`config.mk`:
```
export PLATFORM = sky130hd
export DESIGN_NAME = updown_capture_timer
export DESIGN_NICKNAME = d
export VERILOG_FILES = /design/src/rtl/uct_pkg.sv /design/src/rtl/uct_trig_detect.sv /design/src/rtl/uct_count_core.sv /design/src/rtl/updown_capture_timer.sv
export SDC_FILE = /design/constraint.sdc
export NUM_CORES = 1
export LEC_CHECK = 0
export ABC_CLOCK_PERIOD_IN_PS = 2400
export BUFFER_PORTS_ARGS = -buffer_cell sky130_fd_sc_hd__buf_2
export CORE_MARGIN = 4
export CORE_UTILIZATION = 47
export DETAILED_ROUTE_END_ITERATION = 7
export PLACE_DENSITY = 0.75
export SLEW_MARGIN = 30
export SYNTH_ARGS = -nofsm -noshare
export SYNTH_HDL_FRONTEND = slang
export SYNTH_HIERARCHICAL = 1
export SYNTH_SLANG_ARGS = --single-unit
```
`constraint.sdc`:
```
create_clock -name clk -period 2.4 [get_ports clk]
set_input_delay 0.36 -clock clk [delete_from_list [all_inputs] [get_ports clk]]
set_output_delay 0.36 -clock clk [all_outputs]
set_load 0.01 [all_outputs]
```
`src/rtl/uct_pkg.sv`:
```
package uct_pkg;

    typedef enum logic [1:0] {
        MODE_CAPT   = 2'b00,
        MODE_RELOAD = 2'b01,
        MODE_CLKGEN = 2'b10,
        MODE_RSVD   = 2'b11
    } mode_e;

    typedef enum logic [1:0] {
        ADDR_CTRL  = 2'd0,
        ADDR_COUNT = 2'd1,
        ADDR_HOLD  = 2'd2,
        ADDR_FLAGS = 2'd3
    } addr_e;

    // bit 4 dir_en, bit 3 ext_en, bits 2:1 mode, bit 0 run
    typedef struct packed {
        logic  dir_en;
        logic  ext_en;
        mode_e mode;
        logic  run;
    } ctrl_t;

    localparam int CTRL_W = 5;

    typedef enum logic {
        TRG_HIGH = 1'b0,
        TRG_LOW  = 1'b1
    } trg_state_e;

endpackage

```
`src/rtl/uct_trig_detect.sv`:
```
module uct_trig_detect
    import uct_pkg::*;
#(
    parameter int SYNC_STAGES = 2
) (
    input  logic clk,
    input  logic rst_n,
    input  logic pin,
    output logic level,
    output logic fall
);

    logic [SYNC_STAGES-1:0] sync_q;
    trg_state_e             state_q;
    trg_state_e             state_d;

    generate
        if (SYNC_STAGES == 1) begin : g_one
            always_ff @(posedge clk or negedge rst_n) begin
                if (!rst_n) sync_q <= '1;
                else        sync_q <= pin;
            end
        end else begin : g_many
            always_ff @(posedge clk or negedge rst_n) begin
                if (!rst_n) sync_q <= '1;
                else        sync_q <= {sync_q[SYNC_STAGES-2:0], pin};
            end
        end
    endgenerate

    assign level = sync_q[SYNC_STAGES-1];

    always_ff @(posedge clk or negedge rst_n) begin
        if (!rst_n) state_q <= TRG_HIGH;
        else        state_q <= state_d;
    end

    always_comb begin
        state_d = state_q;
        unique case (state_q)
            TRG_HIGH: if (!level) state_d = TRG_LOW;
            TRG_LOW:  if (level)  state_d = TRG_HIGH;
        endcase
    end

    always_comb begin
        fall = (state_q == TRG_HIGH) && !level;
    end

endmodule

```
`src/rtl/uct_count_core.sv`:
```
module uct_count_core
    import uct_pkg::*;
#(
    parameter int CNT_W = 16
) (
    input  logic             clk,
    input  logic             rst_n,
    input  logic             run,
    input  mode_e            mode,
    input  logic             dir_en,
    input  logic             ext_en,
    input  logic             dir_up,
    input  logic             fall,
    input  logic [CNT_W-1:0] reload_val,
    input  logic             load_en,
    input  logic [CNT_W-1:0] load_val,
    output logic [CNT_W-1:0] count,
    output logic             ovf_set,
    output logic             ext_hit,
    output logic             cap_en,
    output logic             clk_out
);

    localparam logic [CNT_W-1:0] CNT_TOP    = '1;
    localparam logic [CNT_W-1:0] CNT_BOTTOM = '0;

    logic [CNT_W-1:0] count_q;
    logic [CNT_W-1:0] count_d;
    logic             updown;
    logic             count_up;
    logic             reload_kind;
    logic             at_edge;
    logic             wrap;
    logic             ext_reload;
    logic             toggle;
    logic             clk_q;

    always_comb begin
        updown      = (mode == MODE_RELOAD) && dir_en;
        count_up    = !updown || dir_up;
        reload_kind = (mode == MODE_RELOAD) || (mode == MODE_CLKGEN);
        at_edge     = count_up ? (count_q == CNT_TOP) : (count_q == reload_val);
        wrap        = run && at_edge;
        ext_reload  = fall && ext_en && (mode == MODE_RELOAD) && !dir_en;
        cap_en      = fall && ext_en && ((mode == MODE_CAPT) || (mode == MODE_RSVD));
        ext_hit     = fall && ext_en && !updown;
        ovf_set     = wrap && (mode != MODE_CLKGEN);
        toggle      = wrap && (mode == MODE_CLKGEN);
    end

    always_comb begin
        count_d = count_q;
        if (run) begin
            if (count_up) begin
                if (at_edge) count_d = reload_kind ? reload_val : CNT_BOTTOM;
                else         count_d = count_q + 1'b1;
            end else begin
                if (at_edge) count_d = CNT_TOP;
                else         count_d = count_q - 1'b1;
            end
        end
        if (ext_reload) count_d = reload_val;
        if (load_en)    count_d = load_val;
    end

    always_ff @(posedge clk or negedge rst_n) begin
        if (!rst_n) begin
            count_q <= CNT_BOTTOM;
            clk_q   <= 1'b0;
        end else begin
            count_q <= count_d;
            if (toggle) clk_q <= !clk_q;
        end
    end

    assign count   = count_q;
    assign clk_out = clk_q;

endmodule

```
`src/rtl/updown_capture_timer.sv`:
```
module updown_capture_timer
    import uct_pkg::*;
#(
    parameter int CNT_W       = 16,
    parameter int SYNC_STAGES = 2
) (
    input  logic             clk,
    input  logic             rst_n,
    input  logic             wr_en,
    input  logic [1:0]       wr_addr,
    input  logic [CNT_W-1:0] wr_data,
    input  logic [1:0]       rd_addr,
    output logic [CNT_W-1:0] rd_data,
    input  logic             trig_in,
    output logic             clk_out,
    output logic             irq
);

    localparam int PAD_CTRL  = CNT_W - CTRL_W;
    localparam int PAD_FLAGS = CNT_W - 2;

    ctrl_t            ctrl_q;
    logic [CNT_W-1:0] hold_q;
    logic             ovf_q;
    logic             ext_q;
    logic [CNT_W-1:0] count_w;
    logic             trig_level;
    logic             trig_fall;
    logic             ovf_set_w;
    logic             ext_hit_w;
    logic             cap_en_w;
    logic             wr_ctrl;
    logic             wr_count;
    logic             wr_hold;
    logic             wr_flags;

    always_comb begin
        wr_ctrl  = wr_en && (wr_addr == ADDR_CTRL);
        wr_count = wr_en && (wr_addr == ADDR_COUNT);
        wr_hold  = wr_en && (wr_addr == ADDR_HOLD);
        wr_flags = wr_en && (wr_addr == ADDR_FLAGS);
    end

    uct_trig_detect #(
        .SYNC_STAGES(SYNC_STAGES)
    ) u_trig (
        .clk  (clk),
        .rst_n(rst_n),
        .pin  (trig_in),
        .level(trig_level),
        .fall (trig_fall)
    );

    uct_count_core #(
        .CNT_W(CNT_W)
    ) u_core (
        .clk       (clk),
        .rst_n     (rst_n),
        .run       (ctrl_q.run),
        .mode      (ctrl_q.mode),
        .dir_en    (ctrl_q.dir_en),
        .ext_en    (ctrl_q.ext_en),
        .dir_up    (trig_level),
        .fall      (trig_fall),
        .reload_val(hold_q),
        .load_en   (wr_count),
        .load_val  (wr_data),
        .count     (count_w),
        .ovf_set   (ovf_set_w),
        .ext_hit   (ext_hit_w),
        .cap_en    (cap_en_w),
        .clk_out   (clk_out)
    );

    always_ff @(posedge clk or negedge rst_n) begin
        if (!rst_n) begin
            ctrl_q <= '0;
            hold_q <= '0;
            ovf_q  <= 1'b0;
            ext_q  <= 1'b0;
        end else begin
            if (wr_ctrl) ctrl_q <= ctrl_t'(wr_data[CTRL_W-1:0]);
            if (cap_en_w)     hold_q <= count_w;
            else if (wr_hold) hold_q <= wr_data;
            if (ovf_set_w)                 ovf_q <= 1'b1;
            else if (wr_flags && wr_data[0]) ovf_q <= 1'b0;
            if (ext_hit_w)                 ext_q <= 1'b1;
            else if (wr_flags && wr_data[1]) ext_q <= 1'b0;
        end
    end

    always_comb begin
        rd_data = '0;
        unique case (rd_addr)
            ADDR_CTRL:  rd_data = {{PAD_CTRL{1'b0}}, ctrl_q};
            ADDR_COUNT: rd_data = count_w;
            ADDR_HOLD:  rd_data = hold_q;
            ADDR_FLAGS: rd_data = {{PAD_FLAGS{1'b0}}, ext_q, ovf_q};
        endcase
    end

    assign irq = ovf_q || ext_q;

endmodule

```
==> results.json, run 1 <==
{
  "wire_per_inst_um": 20.3,
  "postLayoutSetupSlackWorst_ns": -0.419,
  "ant_nets": 0,
  "ys_ff_latch": 43,
  "antenna_found_initial": 0,
  "setup_viol": 18,
  "grt_pass1_vias": 4173,
  "fmaxAchievable_mhz": 355,
  "rsz0062_at_grt": "yes",
  "syn_nets": 480,
  "yosysWarnings": 6,
  "hold_path.class": "input pin to register",
  "rr_worst_depth": 11,
  "worstHoldStart": "trig_in",
  "crit_path_start_kind": "register",
  "cp.arrival_ns": 3.02,
  "synthTopCellsByCount": "a21oi_1 (41), dfrtp_1 (41), nand2_1 (33)",
  "worst_pin_slew_ns": 0.722,
  "root_buffer": "clkbuf_8",
  "dieArea_um2": 9490,
  "drive_above_1_share_pct": 34.9,
  "grt_pass1_wl_um": 21300,
  "hold_depth": 1,
  "crit_buf_inv": 2,
  "violations": "negative setup slack",
  "tritoncts": "done",
  "drt_iter0_drc": 350,
  "crit_family": "simple AND/OR/NAND/NOR gates",
  "ir_worst_vdd_mv": 0.480,
  "drc": 0,
  "place_congestion": 0.969,
  "first_pass_iters": 6,
  "cts_buffers": 5,
  "ctsHtreeMaxLevel": 2,
  "clk_pin_slew_ns": 0.10,
  "outcome": "finished with violations",
  "core-area_um2": 7770,
  "vias": 4131,
  "critPathCaptureType": "register",
  "clockBufferDepth": 2,
  "num_rows": 32,
  "hold_viol": 0,
  "routed_wirelength_um": 13200,
  "crit_required_ns": 2.60,
  "final_cell_area_um2": 4870,
  "io_pins": 42,
  "period_needed_ns": 2.82,
  "die_y_um": 97.4,
  "syn_to_final_growth_pct": 29.5,
  "insertion_delay_ns": 0.31,
  "reg2reg_slack_ns": -0.42,
  "synthCells": 452,
  "ys.flop_type": "dfrtp_1",
  "grt_max_degree": 29,
  "cp_slowest_cell": "or4_4",
  "synth_area_um2": 3760,
  "drv_cap": 0,
  "viasPerCell": 6.36,
  "path_class": "register to register",
  "min_delay_worst_endpoint": "u_trig/sync_q[0]$_DFF_PN1_",
  "path_cells": "inv_2 > ha_4 > nand3b_4 > buf_6 > nor3_2 > a21oi_1 > o21a_1 > or4_4 > nor2_8 > a311oi_1 > o41ai_1",
  "total_power_mw": 4.49,
  "synth_edf_count": 0,
  "netlist_top_cells_area": "dfrtp_1 (27%), a21oi_1 (5.5%), xor2_1 (4.7%)",
  "num_antenna_cells": 0,
  "track_usage_pct": 27.6,
  "synth.avg_cell_area_um2": 8.32,
  "grt_overflow_total": 0,
  "cp_max_fo": 7,
  "finalCritPeriodShare_pct": 117,
  "finClkSkew_ns": 0.0126,
  "cts.sinks": 43,
  "nets": 575,
  "maxSlewViolCount": 0,
  "placed_cell_area_um2": 4590,
  "numPortBuffers": 41,
  "leakagePower_nw": 2.04,
  "dieWidth_um": 97.4,
  "nFillCells": 701,
  "async_flop_share_pct": 100,
  "initial_utilization_pct": 48.4,
  "ys_seq_area_share_pct": 28.7,
  "r2r-end": "u_core/count[4]$_DFFE_PN0P_",
  "synth_cell_types": 66,
  "dp_hpwl_um": 9220,
  "powerDensity_nw_per_um2": 923,
  "relSlewSlack_pct": 51.9,
  "synth_top_cell_by_area": "dfrtp_1",
  "yosysTopAreaCellShare_pct": 27.3,
  "r2r-start": "ctrl_q[2]$_DFFE_PN0P_",
  "cpPeakStageDelay_ns": 0.61
}
[flip-flops by register name, indices dropped and copies added, names as in the netlist]
register,cells
u_core/clk_out,1
hold_q,16
ovf_q,1
ctrl_q,5
ext_q,1
u_trig/sync_q,2
u_core/count,16
u_trig/state_q,1
[how the worst max path moves through the flow]
stage | start | cells past startpoint | slack, ns | to
floorplan | ctrl_q[2]$_DFFE_PN0P_ | 11 | -0.04 | u_core/count[9]$_DFFE_PN0P_
global route | ctrl_q[2]$_DFFE_PN0P_ | 11 | -0.52 | u_core/count[4]$_DFFE_PN0P_
CTS | ctrl_q[2]$_DFFE_PN0P_ | 10 | -0.32 | u_core/count[9]$_DFFE_PN0P_
global placement | ctrl_q[2]$_DFFE_PN0P_ | 11 | -0.26 | u_core/count[4]$_DFFE_PN0P_
detailed placement | ctrl_q[2]$_DFFE_PN0P_ | 11 | -0.35 | u_core/count[9]$_DFFE_PN0P_
finish | ctrl_q[2]$_DFFE_PN0P_ | 11 | -0.42 | u_core/count[4]$_DFFE_PN0P_
[metal layers]
metal	up-vias	GRT usage (%)	wire length (µm)
met3	51	4.31	921
met1	1972	34.8	5490
met5	-	0	0
met4	0	13.0	529
li1	1886	-	-
met2	222	46.0	6230
[placed cells by master, fill, tap and decap left out, types with 6 or more instances in the layout]
cell      synthesis  final
inv_1            10      9
mux2i_1          10     10
buf_4             1     82
o21ai_1           4      7
nor2_1           25     24
o31ai_1           8      6
a31oi_1           7      6
xnor2_1          10     10
nor3_1           28     25
mux2_2            6      6
xor2_1           20     20
a22o_1           11     11
nand2_1          33     33
nand4_1           9      9
dfrtp_1          41     41
a21oi_1          41     41
buf_2             8     41
o21ai_0          17     13
nand3_1          12     12
o221a_2           6      6
nand2b_1         15     15
[kinds of logic (layout without fill, tap and decap cells)]
logic type               count (synthesis)  count (layout)  synth area share, %
multiplexers                            18              18                 5.66
flip-flops                              43              43                 28.7
XOR/XNOR                                30              30                 6.99
buffers and inverters                   54             149                 6.76
AND/OR/NAND/NOR                        162             163                 23.7
AO/OA/AOI/OAI                          141             141                 26.9
adder cells (fa/ha/maj)                  4               4                 1.33
[report_power, final]
group	internal [mW]	leakage, nW	total, mW	switching, mW
Combinational	1.30	1.50	2.73	1.43
Clock	0.203	0.0402	0.492	0.288
Sequential	0.963	0.498	1.27	0.306
[timing repair]
| action | CTS | global route |
|---|---|---|
| hold buffers | 1 | 0 |
| endpoints found under the setup margin | 18 | 18 |
| pin swaps | 10 | 8 |
| gates cloned | 1 | 0 |
| gates resized for setup | 14 | 10 |
| setup buffers | 3 | 3 |
| hold endpoints to repair | 15 | 0 |
[layout make-up]
class / count / area [µm²] / share of cell area, %
Clock inverter: 3 / 20.0 / 0.411
Timing Repair Buffer: 131 / 936 / 19.2
Clock buffer: 5 / 68.8 / 1.41
Inverter: 10 / 37.5 / 0.771
Sequential cell: 43 / 1080 / 22.2
Multi-Input combinational cell: 356 / 2600 / 53.4
Tap cell: 102 / 128 / 2.62
[per-stage QoR]
stage	utilization (%)	TNS (ns)	hold slack (ns)	instances	setup slack, ns
final	62.7	-6.12	0.136	650	-0.419
after global routing	62.7	-7.74	0.124	650	-0.520
after CTS	61.7	-4.87	0.124	647	-0.325
after detailed placement	59.1	-5.22	0.312	634	-0.348
after global placement	59.1	-3.92	0.305	634	-0.260
after floorplan	-	-0.197	0.0644	452	-0.0396
(Power assumes the default switching activity.)
==> run 2, diff against run 1 <==
- CORE_UTILIZATION: 47 -> 40
- PLACE_DENSITY: 0.75 -> 0.66
==> run 2 against run 1 <==
Sequential share of layout area shrank 0.12 points. The flow still finishes with violations (negative setup slack). Total power shrank 0.29%. Count of clock-buffer cells in the layout grew 1. Hold slack lost 0.10 ns. Register-to-register slack gained 0.07 ns. First-iteration DRC count grew 4.3%. Sequential cell count is the same. Worst setup slack gained 0.072 ns. Core utilization shrank 9.4 points. Highest routed layer unchanged. Largest power group unchanged.
==> results.json, run 2 (same netlist as run 1, synthesis figures left out) <==
{
  "vias": 4018,
  "rsz0062_at_grt": "yes",
  "syn_to_final_growth_pct": 30.2,
  "grt_pass1_vias": 4056,
  "drive_above_1_share_pct": 34.3,
  "hold_path.class": "input pin to async pin",
  "swShare_pct": 45.2,
  "crit_path_start_kind": "register",
  "total_power_mw": 4.48,
  "cpPeakStageDelay_ns": 0.66,
  "routed_wirelength_um": 13000,
  "num_antenna_cells": 0,
  "place_congestion": 0.950,
  "track_usage_pct": 23.5,
  "ir_worst_vdd_mv": 0.338,
  "antenna_found_initial": 0,
  "nFillCells": 832,
  "grt_overflow_total": 0,
  "switchingPower_mw": 2.03,
  "grt_pass1_wl_um": 20900,
  "relSlewSlack_pct": 54.2,
  "outcome": "finished with violations",
  "root_buffer": "clkbuf_8",
  "critPathCaptureType": "register",
  "wire_per_inst_um": 19.9,
  "setup_viol": 18,
  "dieWidth_um": 105,
  "worst_pin_slew_ns": 0.687,
  "layout_common_cells": "buf_4 (76), dfrtp_1 (41), buf_2 (41), a21oi_1 (40), nand2_1 (33)",
  "finalCritPeriodShare_pct": 114,
  "clk_pin_slew_ns": 0.09,
  "crit_family": "compound AO/OA/AOI/OAI gates",
  "holdBufCountCts": 0,
  "final_common_cell": "buf_4",
  "die_y_um": 105,
  "clockBufferDepth": 2,
  "core-area_um2": 9200,
  "crit_required_ns": 2.59,
  "cp_slowest_cell": "or4_4",
  "insertion_delay_ns": 0.31,
  "numPortBuffers": 41,
  "tns_ns": -4.47,
  "period_needed_ns": 2.75,
  "powerDensity_nw_per_um2": 915,
  "leakagePower_nw": 2.03,
  "drv_cap": 0,
  "initial_utilization_pct": 40.9,
  "drt_iter0_drc": 365,
  "finClkSkew_ns": 0.0105,
  "path_class": "register to register",
  "num_rows": 35,
  "hold_viol": 0,
  "drc": 0,
  "ant_nets": 0,
  "rr_worst_depth": 11,
  "fmaxAchievable_mhz": 364,
  "p_seq_share_pct": 28.3,
  "reg2reg_slack_ns": -0.35,
  "nets": 572,
  "grt_max_degree": 25,
  "cts.sinks": 43,
  "violations": "negative setup slack",
  "first_pass_iters": 7,
  "viasPerCell": 6.13,
  "r2r-end": "u_core/count[9]$_DFFE_PN0P_",
  "maxSlewViolCount": 0,
  "path_cells": "inv_2 > ha_4 > nand3b_4 > buf_8 > nor4_2 > a31oi_1 > o21a_1 > or4_4 > a2111oi_4 > o21ai_1 > a221o_1",
  "cp_max_fo": 7,
  "tritoncts": "done",
  "cp.arrival_ns": 2.94,
  "dp_hpwl_um": 9200,
  "intPower_mw": 2.45,
  "r2r-start": "ctrl_q[2]$_DFFE_PN0P_",
  "pre_cts_slack_ns": -0.335,
  "postLayoutSetupSlackWorst_ns": -0.346,
  "ctsHtreeMaxLevel": 2,
  "power_frac_comb_pct": 60.9,
  "clkPwrFrac_pct": 10.9,
  "io_pins": 42,
  "crit_buf_inv": 2,
  "dieArea_um2": 11000,
  "cts_buffers": 5
}
-- run 2: what timing repair did --
item / CTS / global route
resized for setup: 9 / 18
setup buffers: 4 / 3
gates cloned: 0 / 2
pin swaps: 8 / 12
setup endpoints to repair: 18 / 18
-- run 2: area by class of cell --
type                    instances  area (µm²)  share of cell area, %
repair buffers                128         950                   19.4
clock buffers                   6        72.6                   1.48
well taps                     111         139                   2.84
flip-flops and latches         43        1080                   22.0
clock inverters                 2        12.5                  0.256
multi-input cells             356        2610                   53.2
inverters                      10        37.5                  0.767
-- run 2: power groups by stage --
| stage | clock (mW) | combinational, mW | sequential, mW |
|---|---|---|---|
| 6_report | 0.487 | 2.73 | 1.27 |
| 5_1_grt | 0.533 | 2.95 | 1.30 |
| 4_1_cts | 0.504 | 2.61 | 1.25 |
| 3_5_place_dp | 0 | 2.55 | 1.25 |
| 3_3_place_gp | 0 | 2.50 | 1.24 |
| 2_1_floorplan | 0 | 1.58 | 1.22 |
-- run 2: per-layer routing --
metal	share of wire (%)	global-route usage [%]	vias to the layer above
li1	-	-	1871
met1	43	30.4	1946
met2	49	39.0	169
met3	5.8	3.58	32
met4	3.0	9.56	0
met5	0	0	-
-- run 2: how the worst max path moves through the flow --
| stage | depth (start not counted) | from | slack, ns | endpoint |
|---|---|---|---|---|
| 4_1_cts | 12 | ctrl_q[2]$_DFFE_PN0P_ | -0.32 | u_core/count[15]$_DFFE_PN0P_ |
| 2_1_floorplan | 11 | ctrl_q[2]$_DFFE_PN0P_ | -0.04 | u_core/count[9]$_DFFE_PN0P_ |
| 3_3_place_gp | 12 | ctrl_q[2]$_DFFE_PN0P_ | -0.26 | u_core/clk_out$_DFFE_PN0P_ |
| 3_5_place_dp | 12 | ctrl_q[2]$_DFFE_PN0P_ | -0.34 | u_core/count[15]$_DFFE_PN0P_ |
| 6_report | 11 | ctrl_q[2]$_DFFE_PN0P_ | -0.35 | u_core/count[9]$_DFFE_PN0P_ |
| 5_1_grt | 11 | ctrl_q[2]$_DFFE_PN0P_ | -0.44 | u_core/count[9]$_DFFE_PN0P_ |
-- run 2: stage by stage --
step / cells / instance area [µm²] / hold WS [ns] / util (%)
detailed placement: 639 / 4570 / 0.347 / 49.7
global route: 656 / 4900 / 0.0517 / 53.2
finish: 656 / 4900 / 0.0338 / 53.2
CTS: 651 / 4750 / 0.0435 / 51.6
global placement: 639 / 4570 / 0.346 / 49.7
floorplan: 452 / 3810 / 0.0644 / -
